--- src/rtl/usb_ls_tx_pkg.sv ---
// Shared types and constants for the low-speed packet transmitter.
package usb_ls_tx_pkg;

    // Packet phases seen by the line driver.
    typedef enum logic [2:0] {
        ST_IDLE,   // bus released
        ST_LEAD,   // idle level held before the first bit
        ST_DATA,   // coded bits
        ST_SE0,    // both lines low
        ST_TAIL    // idle level before release
    } tx_state_e;

    localparam logic [7:0] SYNC_BYTE = 8'h80;
    localparam int         RUN_MAX   = 6;

endpackage

--- src/rtl/usb_ls_tx_timer.sv ---
// Bit-time timer. Counts clocks inside one bit time while the packet runs
// and flags the last clock of each bit time. Assumes CLKS_PER_BIT >= 2.
module usb_ls_tx_timer #(
    parameter int CLKS_PER_BIT = 8
) (
    input  logic clk,
    input  logic rst_n,
    input  logic run,
    output logic bit_end
);
    localparam int TW = (CLKS_PER_BIT > 1) ? $clog2(CLKS_PER_BIT) : 1;

    logic [TW-1:0] tick;

    assign bit_end = run && (tick == TW'(CLKS_PER_BIT - 1));

    // Clock counter within the current bit time; held at zero while idle.
    always_ff @(posedge clk) begin
        if (!rst_n || !run) begin
            tick <= '0;
        end else if (bit_end) begin
            tick <= '0;
        end else begin
            tick <= tick + 1'b1;
        end
    end

endmodule

--- src/rtl/usb_ls_tx_feed.sv ---
// Byte supply for the serializer. Tracks the payload bytes still owed,
// keeps a one-byte holding register filled from the ready/valid port, and
// in handshake mode presents the latched PID instead. Assumes the
// serializer raises take or miss at most once per byte boundary.
module usb_ls_tx_feed #(
    parameter int CNT_W = 8
) (
    input  logic             clk,
    input  logic             rst_n,
    input  logic             init,
    input  logic             active,
    input  logic             hs_mode,
    input  logic [7:0]       hs_pid,
    input  logic [CNT_W-1:0] byte_cnt,
    input  logic [7:0]       in_data,
    input  logic             in_valid,
    input  logic             take,
    input  logic             miss,
    output logic [7:0]       nb_data,
    output logic             nb_have,
    output logic             nb_more,
    output logic             in_ready
);
    logic             hs_q;
    logic [7:0]       pid_q;
    logic [7:0]       hold_q;
    logic             hold_v;
    logic [CNT_W-1:0] owed;
    logic [CNT_W-1:0] to_fetch;
    logic [CNT_W-1:0] payload_cnt;

    assign payload_cnt = (byte_cnt == '0) ? '0 : byte_cnt - 1'b1;
    assign in_ready    = active && !hs_q && !hold_v && (to_fetch != '0) && !miss;
    assign nb_have     = hs_q || hold_v;
    assign nb_data     = hs_q ? pid_q : hold_q;
    assign nb_more     = (owed != '0);

    // Owed/fetch counters and the holding register.
    always_ff @(posedge clk) begin
        if (!rst_n) begin
            hs_q     <= 1'b0;
            pid_q    <= '0;
            hold_q   <= '0;
            hold_v   <= 1'b0;
            owed     <= '0;
            to_fetch <= '0;
        end else if (init) begin
            hs_q     <= hs_mode;
            pid_q    <= hs_pid;
            hold_v   <= 1'b0;
            owed     <= hs_mode ? CNT_W'(1) : payload_cnt;
            to_fetch <= hs_mode ? '0 : payload_cnt;
        end else begin
            if (miss) begin
                owed     <= '0;
                to_fetch <= '0;
            end else if (take) begin
                owed   <= owed - 1'b1;
                hold_v <= 1'b0;
            end
            if (in_ready && in_valid) begin
                hold_q   <= in_data;
                hold_v   <= 1'b1;
                to_fetch <= to_fetch - 1'b1;
            end
        end
    end

endmodule

--- src/rtl/usb_ls_tx_enc.sv ---
// Serializer with NRZI coding and bit stuffing. On each advance it either
// sends a stuffed toggle (after six ones) or the next byte bit LSB first,
// and at a byte boundary loads the next byte from the feed. Assumes
// advance pulses come once per bit time.
module usb_ls_tx_enc
    import usb_ls_tx_pkg::*;
(
    input  logic       clk,
    input  logic       rst_n,
    input  logic       init,
    input  logic       adv,
    input  logic [7:0] nb_data,
    input  logic       nb_have,
    input  logic       nb_more,
    output logic       lvl,
    output logic       drained,
    output logic       stuff_due,
    output logic       nb_take,
    output logic       nb_miss
);
    logic [7:0] sh;
    logic [2:0] bitn;
    logic [2:0] ones;
    logic       send;
    logic       last_bit;

    assign stuff_due = (ones == 3'(RUN_MAX));
    assign send      = adv && !stuff_due && !drained;
    assign last_bit  = (bitn == 3'd7);
    assign nb_take   = send && last_bit && nb_more && nb_have;
    assign nb_miss   = send && last_bit && nb_more && !nb_have;

    // Line level, run counter and bit shifter.
    always_ff @(posedge clk) begin
        if (!rst_n) begin
            sh      <= '0;
            bitn    <= '0;
            ones    <= '0;
            lvl     <= 1'b1;
            drained <= 1'b1;
        end else if (init) begin
            sh      <= SYNC_BYTE;
            bitn    <= '0;
            ones    <= '0;
            lvl     <= 1'b1;
            drained <= 1'b0;
        end else if (adv && stuff_due) begin
            lvl  <= ~lvl;
            ones <= '0;
        end else if (send) begin
            if (sh[0]) begin
                ones <= ones + 1'b1;
            end else begin
                lvl  <= ~lvl;
                ones <= '0;
            end
            if (last_bit) begin
                bitn <= '0;
                if (nb_take) begin
                    sh <= nb_data;
                end else begin
                    sh      <= '0;
                    drained <= 1'b1;
                end
            end else begin
                sh   <= sh >> 1;
                bitn <= bitn + 1'b1;
            end
        end
    end

endmodule

--- src/rtl/usb_ls_tx.sv ---
// Low-speed packet transmitter top. Sequences lead-in J, coded bits,
// end-of-packet and release, and maps the phase to the two line levels and
// the driver enable. Assumes start is ignored unless the block is idle.
module usb_ls_tx
    import usb_ls_tx_pkg::*;
#(
    parameter int CLKS_PER_BIT = 8,
    parameter int CNT_W        = 8
) (
    input  logic             clk,
    input  logic             rst_n,
    input  logic             start,
    input  logic             hs_mode,
    input  logic [7:0]       hs_pid,
    input  logic [CNT_W-1:0] byte_cnt,
    input  logic [7:0]       in_data,
    input  logic             in_valid,
    output logic             in_ready,
    output logic             dp,
    output logic             dm,
    output logic             oe,
    output logic             done,
    output logic             underrun
);
    tx_state_e  state;
    logic       se0_second;
    logic       done_q;
    logic       underrun_q;
    logic       run;
    logic       init;
    logic       bit_end;
    logic       adv;
    logic       lvl;
    logic       drained;
    logic       stuff_due;
    logic       nb_take;
    logic       nb_miss;
    logic       nb_have;
    logic       nb_more;
    logic [7:0] nb_data;
    logic       bits_over;

    assign run       = (state != ST_IDLE);
    assign init      = start && (state == ST_IDLE);
    assign bits_over = drained && !stuff_due;
    assign adv       = bit_end && ((state == ST_LEAD) ||
                                   ((state == ST_DATA) && !bits_over));

    usb_ls_tx_timer #(.CLKS_PER_BIT(CLKS_PER_BIT)) u_timer (
        .clk     (clk),
        .rst_n   (rst_n),
        .run     (run),
        .bit_end (bit_end)
    );

    usb_ls_tx_feed #(.CNT_W(CNT_W)) u_feed (
        .clk      (clk),
        .rst_n    (rst_n),
        .init     (init),
        .active   (run),
        .hs_mode  (hs_mode),
        .hs_pid   (hs_pid),
        .byte_cnt (byte_cnt),
        .in_data  (in_data),
        .in_valid (in_valid),
        .take     (nb_take),
        .miss     (nb_miss),
        .nb_data  (nb_data),
        .nb_have  (nb_have),
        .nb_more  (nb_more),
        .in_ready (in_ready)
    );

    usb_ls_tx_enc u_enc (
        .clk       (clk),
        .rst_n     (rst_n),
        .init      (init),
        .adv       (adv),
        .nb_data   (nb_data),
        .nb_have   (nb_have),
        .nb_more   (nb_more),
        .lvl       (lvl),
        .drained   (drained),
        .stuff_due (stuff_due),
        .nb_take   (nb_take),
        .nb_miss   (nb_miss)
    );

    // Packet phase sequencer and release pulse.
    always_ff @(posedge clk) begin
        if (!rst_n) begin
            state      <= ST_IDLE;
            se0_second <= 1'b0;
            done_q     <= 1'b0;
        end else begin
            done_q <= 1'b0;
            unique case (state)
                ST_IDLE: if (start) state <= ST_LEAD;
                ST_LEAD: if (bit_end) state <= ST_DATA;
                ST_DATA: begin
                    if (bit_end && bits_over) begin
                        state      <= ST_SE0;
                        se0_second <= 1'b0;
                    end
                end
                ST_SE0: begin
                    if (bit_end) begin
                        if (se0_second) state <= ST_TAIL;
                        else            se0_second <= 1'b1;
                    end
                end
                ST_TAIL: begin
                    if (bit_end) begin
                        state  <= ST_IDLE;
                        done_q <= 1'b1;
                    end
                end
                default: state <= ST_IDLE;
            endcase
        end
    end

    // Sticky underrun flag, cleared by an accepted start.
    always_ff @(posedge clk) begin
        if (!rst_n)       underrun_q <= 1'b0;
        else if (init)    underrun_q <= 1'b0;
        else if (nb_miss) underrun_q <= 1'b1;
    end

    // Line levels from the current phase.
    always_comb begin
        unique case (state)
            ST_DATA:          begin dp = ~lvl; dm = lvl; end
            ST_LEAD, ST_TAIL: begin dp = 1'b0; dm = 1'b1; end
            default:          begin dp = 1'b0; dm = 1'b0; end
        endcase
    end

    assign oe       = run;
    assign done     = done_q;
    assign underrun = underrun_q;

endmodule

--- config.mk ---
export PLATFORM = sky130hd
export DESIGN_NAME = usb_ls_tx
export DESIGN_NICKNAME = d
export VERILOG_FILES = /design/src/rtl/usb_ls_tx_pkg.sv /design/src/rtl/usb_ls_tx_timer.sv /design/src/rtl/usb_ls_tx_feed.sv /design/src/rtl/usb_ls_tx_enc.sv /design/src/rtl/usb_ls_tx.sv
export SDC_FILE = /design/constraint.sdc
export NUM_CORES = 1
export LEC_CHECK = 0
export ABC_CLOCK_PERIOD_IN_PS = 4200
export BUFFER_PORTS_ARGS = -buffer_cell sky130_fd_sc_hd__buf_2
export CAP_MARGIN = 20
export CORE_ASPECT_RATIO = 1.5
export CORE_MARGIN = 1.5
export CORE_UTILIZATION = 60
export DETAILED_ROUTE_END_ITERATION = 6
export PLACE_DENSITY_LB_ADDON = 0.15
export SYNTH_ARGS = -nofsm -noshare
export SYNTH_HDL_FRONTEND = slang
export SYNTH_SLANG_ARGS = --single-unit
--- constraint.sdc ---
create_clock -name clk -period 4.2 [get_ports clk]
set_clock_uncertainty 0.2 [all_clocks]
set_input_delay 0.63 -clock clk [delete_from_list [all_inputs] [get_ports clk]]
set_output_delay 0.63 -clock clk [all_outputs]
set_load 0.02 [all_outputs]
## Word level (Yosys, flattened, before mapping)

Index checks and enable logic that the tools add are counted.

| storage, ports and cells | value |
|---|---|
| bits in registers | 59 |
| input port bits | 29 |
| output and inout port bits | 6 |
| logic and storage cells | 140 |

| cells by class | value |
|---|---|
| $add $sub $neg | 6 |
| equal/unequal tests | 17 |
| muxes and demuxes | 41 |
| bitwise logic cells | 4 |
| reduce and logical (&&, ||, !) cells | 55 |

Operators by type and width:

| kind | count |
|---|---|
| $mux 8 | 15 |
| $mux 3 | 8 |
| $sub 8x1->8 const B | 3 |
| $logic_and 1x1->1 | 18 |
| $ne 2x2->1 const B | 9 |
| $reduce_bool 8->1 | 2 |
| $mux 1 | 15 |
| $pmux 3 s5 | 1 |
| $eq 3x3->1 const B | 4 |
| $reduce_and 2->1 | 6 |
| $reduce_bool 2->1 | 5 |
| $add 3x1->3 const B | 3 |
| $logic_not 1->1 | 9 |
| $reduce_bool 3->1 | 3 |
| $logic_not 8->1 | 1 |
| $eq 3x2->1 const B | 2 |
| $reduce_and 6->1 | 1 |
| $reduce_or 2->1 | 3 |
| $not 1->1 | 4 |
| $pmux 1 s2 | 2 |
| $reduce_and 4->1 | 1 |
| $eq 3x1->1 const B | 1 |
| $logic_not 3->1 | 1 |
| $logic_or 1x1->1 | 3 |
| 3 further kinds | 3 |

## Logic depth before layout (Yosys ltp)

Gate-level depths: netlist of the first run.

| depth | value |
|---|---|
| depth after elaboration | 17 |
| gate-level depth with buffers | 9 |
| depth with buffers taken out | 7 |

## Hierarchy

Synthesis of the first run repeated with hierarchy kept, for this count alone.

| unflattened totals | value |
|---|---|
| cell total of the unflattened synthesis | 382 |
| area total of the unflattened synthesis | 3450.8 sq um |

By module, submodules not included:

| module | instances | cells each | area an instance (sq um) | seq. area each (sq um) |
|---|---|---|---|---|
| usb_ls_tx_feed | 1 | 238 | 2103.3 | 680.7 |
| usb_ls_tx_enc | 1 | 93 | 833.3 | 320.3 |
| usb_ls_tx | 1 | 42 | 386.6 | 120.1 |
| usb_ls_tx_timer | 1 | 9 | 127.6 | 60.1 |

## Worst setup path after synthesis of the first run

Ideal clock, no wire load.

| path | value |
|---|---|
| kind | reg-to-output |
| start | register u_timer.tick[0] |
| end | output port in_ready |
| arrival time | 1.717 ns |
| data required time | 3.370 ns |
| setup slack | 1.653 ns |
| cell stages (with the launch flop) | 9 |
| path buffers | 2 |
| path through | dfxtp_1 > ha_1 > ha_1 > buf_2 > nor2b_1 > nand4_2 > nor2_1 > buf_2 > nor2_1 |

| between the ends | value |
|---|---|
| cells in the longest elaborated chain, start to end | 10 |

RTL lines:

| element | RTL line | text |
|---|---|---|
| start: declaration | usb_ls_tx_timer.sv:13 | `logic [TW-1:0] tick;` |
| start signal: assignment | usb_ls_tx_timer.sv:24 | `tick <= tick + 1'b1;` |
| $eq 3x3->1 | usb_ls_tx_timer.sv:15 | `assign bit_end = run && (tick == TW'(CLKS_PER_BIT - 1));` |
| $logic_and 1x1->1 | usb_ls_tx_timer.sv:15 |  |
| $logic_and 1x1->1 | usb_ls_tx.sv:46 | `assign adv = bit_end && ((state == ST_LEAD) \|\|` |
| $logic_and 1x1->1 (2 in a row) | usb_ls_tx_enc.sv:28 | `assign send = adv && !stuff_due && !drained;` |
| $logic_and 1x1->1 (3 in a row) | usb_ls_tx_enc.sv:31 | `assign nb_miss = send && last_bit && nb_more && !nb_have;` |
| $logic_not 1->1 | usb_ls_tx_feed.sv:33 | `assign in_ready = active && !hs_q && !hold_v && (to_fetch != '0) && !miss;` |
| $logic_and 1x1->1 | usb_ls_tx_feed.sv:33 |  |
| end: declaration | usb_ls_tx.sv:18 | `output logic in_ready,` |

No other way between the ends.

## Worst setup path after layout of the first run

Ends and elaborated chain as after synthesis.

==> results of run 1 <==
layout make-up:
cell class / count / share of cell area
clock buffer: 9 / 0.0340
clock inverter: 7 / 0.0213
inverter: 14 / 0.0144
multi-input combinational: 308 / 0.530
sequential: 59 / 0.324
tap: 68 / 0.0234
timing repair buffer: 37 / 0.0529
flip-flops by register name, indices dropped and copies added (netlist names):
register         flops
done                 1
se0_second           1
state                3
u_enc.bitn           3
u_enc.drained        1
u_enc.lvl            1
u_enc.ones           3
u_enc.sh             8
u_feed.hold_q        8
u_feed.hold_v        1
u_feed.hs_q          1
u_feed.owed          8
u_feed.pid_q         8
u_feed.to_fetch      8
u_timer.tick         3
underrun             1
kinds of logic after synthesis:
| logic type | Yosys count | share of synthesized area |
|---|---|---|
| AOI/OAI and AO/OA | 115 | 0.239 |
| adders and majority gates | 12 | 0.0460 |
| muxes | 8 | 0.0272 |
| and+or+nand+nor | 167 | 0.261 |
| DFF | 59 | 0.362 |
| buffers and inverters | 38 | 0.0487 |
| xor gates and xnor gates | 6 | 0.0161 |
per-layer routing:
layer	vias to the layer above	GRT usage	share of wire
li1	1503	-	-
met4	0	0.168	0.033
met5	-	0	0
met1	1401	0.332	0.43
met3	20	0.0457	0.033
met2	71	0.483	0.51
layout by cell type (no fill, tap or decap), types with 2 or more instances in the layout:
cell	n
nor3_1	12
o31a_1	3
a21oi_1	35
o21a_1	4
a2bb2oi_1	2
nand2_1	62
o21ai_0	19
clkbuf_8	9
mux2_2	7
and3_1	2
buf_2	34
or3_1	3
o22ai_1	3
o221a_2	2
inv_1	14
ha_1	12
buf_4	3
or4_1	2
a21boi_0	18
and2_1	6
or3b_2	2
nor2_1	26
xor2_1	2
nand2b_1	4
xnor2_1	4
o41ai_1	2
nor2b_1	5
dfxtp_1	59
nor4_1	4
nor3b_1	11
a211oi_1	5
clkinv_4	3
o211ai_1	4
nand4_1	3
o31ai_1	3
or4_4	2
nand3_1	14
through the flow:
stage | hold slack, ns | cells | cell area (um2)
after detailed placement | 0.226 | 486 | 3440
after CTS | 0.238 | 502 | 3640
after global routing | 0.241 | 502 | 3640
after floorplan | 0.198 | 405 | 3260
final | 0.238 | 502 | 3640
after global placement | 0.208 | 486 | 3440
power by group through the flow:
| stage | clock, mW | sequential, mW | combinational, mW |
|---|---|---|---|
| after floorplan | 0 | 0.611 | 0.156 |
| after CTS | 0.528 | 0.608 | 0.204 |
| after global placement | 0 | 0.619 | 0.198 |
| final | 0.520 | 0.608 | 0.204 |
| after global routing | 0.542 | 0.612 | 0.231 |
| after detailed placement | 0 | 0.620 | 0.203 |
path summary, 6_finish.rpt:
check,from,end,slack (ns),depth (start not counted)
worst min-delay path,u_timer.tick[0]$_SDFF_PP0_,u_timer.tick[0]$_SDFF_PP0_,0.24,1
worst max register to register,u_timer.tick[0]$_SDFF_PP0_,u_feed.to_fetch[1]$_SDFFE_PN0P_,1.27,7
worst max-delay path,u_timer.tick[0]$_SDFF_PP0_,in_ready,1.04,8
worst min register to register,u_timer.tick[0]$_SDFF_PP0_,u_timer.tick[0]$_SDFF_PP0_,0.24,1
==> results.yml, run 1 <==
power:
  clkPwrFrac: 0.390
  pwr-share-comb: 0.153
  leakagePower_nw: 1.38
  seq_power_share: 0.457
  power_mw: 1.33
  sw_frac_of_total: 0.292
  switching_power_mw: 0.389
  p_per_area_nw_per_um2: 366
  peakVddDrop_mv: 0.246
  intPower_mw: 0.943
worst_setup_path:
  cp_max_fo: 13
  critPathArrivalTime_ns: 2.33
  path_class: "reg -> out"
  cpMaxStageDelayCell: "dfxtp_1"
  crit_buf_inv: 2
  cp_cell_sequence: "ha_1 -> ha_1 -> nor2b_1 -> nand4_2 -> nor2_1 -> buf_4 -> nor2_1 -> buf_2"
  crit_path_end_kind: "output port"
  worst_setup_path_start_kind: "register"
  cp_top_family: "simple AND/OR/NAND/NOR gates"
  max_stage_delay_ns: 0.34
  required_ns: 3.37
synthesis:
  ys.flop_type: "dfxtp_1"
  synth_top_cell_by_area: "dfxtp_1"
  synthTopCellsByCount: "nand2_1, dfxtp_1, a21oi_1"
  ys_top_cells_by_area: "dfxtp_1, nand2_1, a21oi_1"
  syn_inst: 405
  synth_cell_types: 62
  synth-seq-cells: 59
  synth_area_um2: 3260
  async_reset_ff_frac: 0
  yosysSeqAreaShare: 0.362
  yosysMostFrequentCell: "nand2_1"
  synth_top_area_frac: 0.362
  syn_nets: 446
  synth_edf_count: 0
  synth_warnings: 0
  avgSynthCellArea_um2: 8.05
worst_hold_path:
  hold_path.class: "reg -> reg"
routing:
  drcViolationCount: 0
  routed_via_density: 5.97
  wl_um: 7810
  dr.pass1.iters: 4
  vias: 2995
  drt_iter0_markers: 242
  wire_per_inst_um: 15.6
  ant_nets: 0
sta:
  layout_setup_ws_ns: 1.04
  final_max_slew_viol_count: 0
  finalCriticalPeriod_ns: 3.16
  finalSetupViolations: 0
  fin_crit_sh: 0.753
  hold_violations: 0
  fmax_mhz: 316
  slew_headroom: 0.359
  tns_ns: 0
  grt_setup_unrepaired: "no"
  tightest_slew_ns: 0.954
place:
  place.gp.congestion: 0.966
  place_ws_ns: 1.29
  hpwl_um: 5430
  io_buffer_count: 34
clocking:
  root_buffer: "clkbuf_8"
  cts-resized-gates: 0
  cts_tree: "done"
  holdBufCountCts: 0
  cts.sinks: 59
  insertion_delay_ns: 0.34
  cts_setup_buffers: 0
  clk_pin_slew_ns: 0.07
  numCtsBuffers: 9
  cts.htree.levels: 3
  cts.path.max_buffers: 2
finish:
  n_fill_cell: 456
  fin_nets: 470
  multi_input_area_um2: 1930
  final_util: 0.700
  area_delta_synth_final_pct: 11.7
  seq_area_um2: 1180
  diodes: 0
  drive_above_1_share: 0.173
floorplanning:
  die_x_um: 63.2
  die-area_um2: 5900
  ios: 35
  initial_core_util: 0.627
  fp.coreArea_um2: 5200
  dieHeight_um: 93.3
  rows: 32
global_route:
  grt_pass1_wl_um: 13300
  grt_max_degree: 43
  antenna_found_initial: 0
  grt_pass1_vias: 2919
  gr-total-overflow: 0
  grt_usage: 0.283
job:
  maxCapViolCount: 0
status:
  status: "complete, no violations"
Note: power is estimated with default switching activity, not from simulation.
==> inputs of run 2 (changes only) <==
Settings changed: ABC_AREA set to 1, ABC_CLOCK_PERIOD_IN_PS 4200 to 3200, CORE_UTILIZATION 60 to 59.
Clock period 4.2 ns to 3.2 ns, I/O delays scaled along.
==> results.yml, run 2 <==
status:
  status: "complete, no violations"
place:
  place_ws_ns: 0.815
  dp.cells: 534
  io_buffer_count: 34
  hpwl_um: 5430
  place.gp.congestion: 0.856
worst_setup_path:
  crit_end: "in_ready"
  crit_path_end_kind: "output port"
  rr_worst_depth: 11
  worst_setup_path_start_kind: "register"
  cp_max_fo: 16
  path_class: "reg -> out"
  r2r_slack_ns: 0.81
  r2r_start: "u_enc.ones[0]$_SDFFE_PP0N_"
  required_ns: 2.52
  startpoint: "u_feed.hs_q$_SDFFE_PN0P_"
  critPathArrivalTime_ns: 2.09
  r2r_end: "u_feed.to_fetch[7]$_SDFFE_PN0P_"
sta:
  fin_crit_sh: 0.865
  finalSetupViolations: 0
  hold_violations: 0
  layout_setup_ws_ns: 0.431
  tns_ns: 0
  slew_headroom: 0.592
  tightest_slew_ns: 0.608
  holdWs_ns: 0.171
  finalCriticalPeriod_ns: 2.77
  fmax_mhz: 361
  grt_setup_unrepaired: "no"
  final_max_slew_viol_count: 0
clocking:
  root_buffer: "clkbuf_8"
  cts_setup_buffers: 0
  cts.path.max_buffers: 2
  insertion_delay_ns: 0.34
  cts.htree.levels: 3
  cts-resized-gates: 0
  holdBufCountCts: 0
  clk_pin_slew_ns: 0.06
  cts.sinks: 59
  numCtsBuffers: 9
  cts_tree: "done"
finish:
  drive_above_1_share: 0.148
  fin_nets: 518
  diodes: 0
  final_common_cell: "nand2_1"
  layout.cells.non_filler: 549
  mostFrequentLayoutCells: "nand2_1, dfxtp_1, inv_1"
  area_delta_synth_final_pct: 11.6
  multi_input_area_um2: 1770
  seq_area_um2: 1180
  n_fill_cell: 458
synthesis:
  synth_top_cell_by_area: "dfxtp_1"
  ys.flop_type: "dfxtp_1"
  yosysMostFrequentCell: "nand2_1"
  syn_inst: 444
  synth_area_um2: 3250
  synth-seq-cells: 59
  synth_cell_types: 39
  synth_warnings: 0
  avgSynthCellArea_um2: 7.31
  synth_edf_count: 0
  yosysSeqAreaShare: 0.364
  async_reset_ff_frac: 0
  synthTopCellsByCount: "nand2_1, dfxtp_1, inv_1"
  syn_nets: 485
  synth_top_area_frac: 0.364
  ys_top_cells_by_area: "dfxtp_1, nand2_1, a21oi_1"
power:
  p_per_area_nw_per_um2: 880
  power_mw: 3.19
  leakagePower_nw: 1.53
  peakVddDrop_mv: 0.486
floorplanning:
  initial_core_util: 0.624
  rows: 32
  die-area_um2: 5970
  dieHeight_um: 93.9
  ios: 35
  die_x_um: 63.6
  fp.coreArea_um2: 5200
worst_hold_path:
  hold_start: "hs_pid[7]"
  hold_path.class: "in -> reg"
routing:
  drt_iter0_markers: 183
  dr.pass1.iters: 5
  wire_per_inst_um: 13.4
  routed_via_density: 5.44
  wl_um: 7360
  drcViolationCount: 0
  ant_nets: 0
  vias: 2984
global_route:
  grt_pass1_vias: 2805
  grt_pass1_wl_um: 12300
  grt_max_degree: 25
  antenna_found_initial: 0
  gr-total-overflow: 0
  grt_usage: 0.266
job:
  maxCapViolCount: 0
run 2: cell count changes after synthesis, moves of 8 or more:
cell	delta
a21boi_0	-18
a21oi_1	+17
buf_2	-9
inv_1	+41
nand2_1	+18
nand3_1	+14
nand4_1	+8
nor2_1	+9
nor3_1	-8
nor3b_1	-11
o21ai_0	+20
xor2_1	+9
run 2: per-stage QoR:
stage          area [um2]  utilization
4_1_cts              3620        0.696
5_1_grt              3620        0.696
3_5_place_dp         3440        0.662
3_3_place_gp         3440        0.662
2_1_floorplan        3250            -
6_report             3620        0.696
run 2: worst min path at each step:
stage | slack (ns) | depth (start not counted) | to
after global routing | 0.20 | 3 | u_feed.pid_q[7]$_SDFFE_PN0P_
after global placement | 0.21 | 1 | u_timer.tick[0]$_SDFF_PP0_
after floorplan | 0.20 | 1 | u_timer.tick[0]$_SDFF_PP0_
after detailed placement | 0.23 | 1 | u_timer.tick[0]$_SDFF_PP0_
after CTS | 0.16 | 3 | u_feed.pid_q[7]$_SDFFE_PN0P_
final | 0.17 | 3 | u_feed.pid_q[7]$_SDFFE_PN0P_
run 2: report_power, final:
group / switching [mW] / internal, mW / total, mW / leakage, nW
Sequential: 0.142 / 0.927 / 1.07 / 0.482
Combinational: 0.975 / 0.521 / 1.50 / 0.951
Clock: 0.284 / 0.338 / 0.622 / 0.0953
run 2: metal layers:
layer,routed length [um],track usage,up-vias
li1,-,-,1537
met1,3040,0.292,1371
met2,3890,0.490,61
met3,235,0.0336,15
met4,190,0.143,0
met5,0,0,-
run 2: cells by family (layout without fill, tap and decap cells):
group | Yosys count | count (layout) | synth area share
buffers and inverters | 73 | 110 | 0.0917
AND/OR/NAND/NOR | 175 | 175 | 0.262
AO/OA/AOI/OAI | 112 | 112 | 0.202
flip-flops | 59 | 59 | 0.364
XOR/XNOR | 13 | 13 | 0.0351
adder cells (fa/ha/maj) | 12 | 12 | 0.0462
run 2: area by class of cell:
| type | instances | area share |
|---|---|---|
| Multi-Input combinational cell | 312 | 0.488 |
| Tap cell | 68 | 0.0235 |
| Sequential cell | 59 | 0.326 |
| Clock buffer | 13 | 0.0466 |
| Inverter | 60 | 0.0642 |
| Clock inverter | 2 | 0.00276 |
| Timing Repair Buffer | 35 | 0.0490 |
run 2: critical path, stage by stage (launching register included):
cell and delay, ns:
dfxtp_1 0.46, nor2_4 0.26, nand2_1 0.13, a41oi_4 0.36, o21a_1 0.32, buf_2 0.21
==> inputs of run 3 (changes only) <==
Settings changed: CORE_UTILIZATION 59 to 60, CTS_BUF_LIST set to sky130_fd_sc_hd__clkbuf_2 sky130_fd_sc_hd__clkbuf_4 sky130_fd_sc_hd__clkbuf_8.
==> results.yml, run 3 (synthesized netlist as in run 2, its figures left out) <==
routing:
  drt_iter0_markers: 198
  ant_nets: 0
  drcViolationCount: 0
  wire_per_inst_um: 13.5
  routed_via_density: 5.43
  dr.pass1.iters: 5
  vias: 2987
  wl_um: 7420
worst_setup_path:
  rr_worst_depth: 11
  startpoint: "u_feed.hs_q$_SDFFE_PN0P_"
  r2r_end: "u_enc.sh[5]$_SDFFE_PP0P_"
  r2r_start: "u_enc.ones[0]$_SDFFE_PP0N_"
  path_class: "reg -> out"
  cp_max_fo: 16
  cpMaxStageDelayCell: "dfxtp_1"
  cp_cell_sequence: "nor2_4 -> nand2_1 -> a41oi_4 -> o21a_1 -> buf_2"
  required_ns: 2.52
  critPathArrivalTime_ns: 2.10
  crit_end: "in_ready"
  crit_path_end_kind: "output port"
  r2r_slack_ns: 0.77
  worst_setup_path_start_kind: "register"
  max_stage_delay_ns: 0.46
power:
  peakVddDrop_mv: 0.494
  sw_frac_of_total: 0.430
  intPower_mw: 1.87
  switching_power_mw: 1.41
  leakagePower_nw: 1.54
  pwr-share-comb: 0.455
  seq_power_share: 0.326
  p_per_area_nw_per_um2: 895
  clkPwrFrac: 0.219
clocking:
  holdBufCountCts: 0
  insertion_delay_ns: 0.34
  root_buffer: "clkbuf_8"
  cts.sinks: 59
  cts.path.max_buffers: 2
  cts.htree.levels: 3
  cts_tree: "done"
  numCtsBuffers: 9
  cts_setup_buffers: 0
  clk_pin_slew_ns: 0.06
  cts-resized-gates: 0
sta:
  holdWs_ns: 0.168
  tns_ns: 0
  tightest_slew_ns: 0.621
  fin_crit_sh: 0.868
  slew_headroom: 0.584
  fmax_mhz: 360
  final_max_slew_viol_count: 0
  finalCriticalPeriod_ns: 2.78
  finalSetupViolations: 0
  hold_violations: 0
  grt_setup_unrepaired: "no"
finish:
  fin_area_um2: 3660
  mostFrequentLayoutCells: "nand2_1, dfxtp_1, inv_1"
  fin_nets: 518
  final_common_cell: "nand2_1"
  area_delta_synth_final_pct: 12.6
  drive_above_1_share: 0.151
  diodes: 0
  final_util: 0.708
global_route:
  grt_max_degree: 25
  grt_usage: 0.275
  grt_pass1_wl_um: 12600
  gr-total-overflow: 0
  grt_pass1_vias: 2907
  antenna_found_initial: 0
job:
  maxCapViolCount: 0
place:
  io_buffer_count: 34
  place_area_um2: 3440
  hpwl_um: 5300
  place.gp.congestion: 0.875
floorplanning:
  dieHeight_um: 93.1
  fp.coreArea_um2: 5160
  initial_core_util: 0.629
  ios: 35
  rows: 32
  die_x_um: 63.1
  die-area_um2: 5870
worst_hold_path:
  hold_path.class: "in -> reg"
status:
  status: "complete, no violations"
-- run 3: changes by cell type in the layout (fill, tap and decap cells not counted), sizes merged --
cell	change
bufinv	+1
clkinvlp	+1
clkbuf	-1
-- run 3: worst min-delay path by stage --
stage | from | to | slack [ns] | cells after the start
3_5_place_dp | u_timer.tick[0]$_SDFF_PP0_ | u_timer.tick[0]$_SDFF_PP0_ | 0.23 | 1
4_1_cts | hs_pid[7] | u_feed.pid_q[7]$_SDFFE_PN0P_ | 0.16 | 3
2_1_floorplan | u_timer.tick[0]$_SDFF_PP0_ | u_timer.tick[0]$_SDFF_PP0_ | 0.20 | 1
3_3_place_gp | u_timer.tick[0]$_SDFF_PP0_ | u_timer.tick[0]$_SDFF_PP0_ | 0.21 | 1
6_report | hs_pid[7] | u_feed.pid_q[7]$_SDFFE_PN0P_ | 0.17 | 3
5_1_grt | hs_pid[7] | u_feed.pid_q[7]$_SDFFE_PN0P_ | 0.20 | 3
-- run 3: worst max-delay path: cells and delay by family, from the launching register on --
family	cells	cell delay (ns)
AO/OA/AOI/OAI	2	0.69
buffers and inverters	1	0.21
flip-flops	1	0.46
AND/OR/NAND/NOR	2	0.39
-- run 3: through the flow --
step | std cells | worst slack, ns | power (mW)
2_1_floorplan | 444 | 1.14 | 2.25
3_3_place_gp | 534 | 0.871 | 2.51
3_5_place_dp | 534 | 0.816 | 2.55
4_1_cts | 550 | 0.432 | 3.28
5_1_grt | 550 | 0.313 | 3.54
6_report | 550 | 0.421 | 3.27
-- run 3: metal layers --
layer / track usage / part of all wire / up-vias
met5: 0 / 0 / -
met4: 0.137 / 0.023 / 0
met3: 0.0590 / 0.035 / 12
met2: 0.504 / 0.52 / 58
met1: 0.293 / 0.42 / 1377
li1: - / - / 1540
-- run 3: layout make-up --
| class | count | area, um2 |
|---|---|---|
| Sequential cell | 59 | 1180 |
| Timing Repair Buffer | 35 | 178 |
| Multi-Input combinational cell | 312 | 1770 |
| Inverter | 60 | 233 |
| Clock inverter | 4 | 47.5 |
| Fill cell | 454 | 1510 |
| Clock buffer | 12 | 165 |
| Tap cell | 68 | 85.1 |
-- run 3: power groups by stage --
stage | Clock, mW | Sequential (mW) | Combinational [mW]
5_1_grt | 0.767 | 1.10 | 1.68
4_1_cts | 0.726 | 1.07 | 1.48
3_3_place_gp | 0 | 1.07 | 1.43
6_report | 0.716 | 1.07 | 1.49
2_1_floorplan | 0 | 1.04 | 1.21
3_5_place_dp | 0 | 1.08 | 1.47
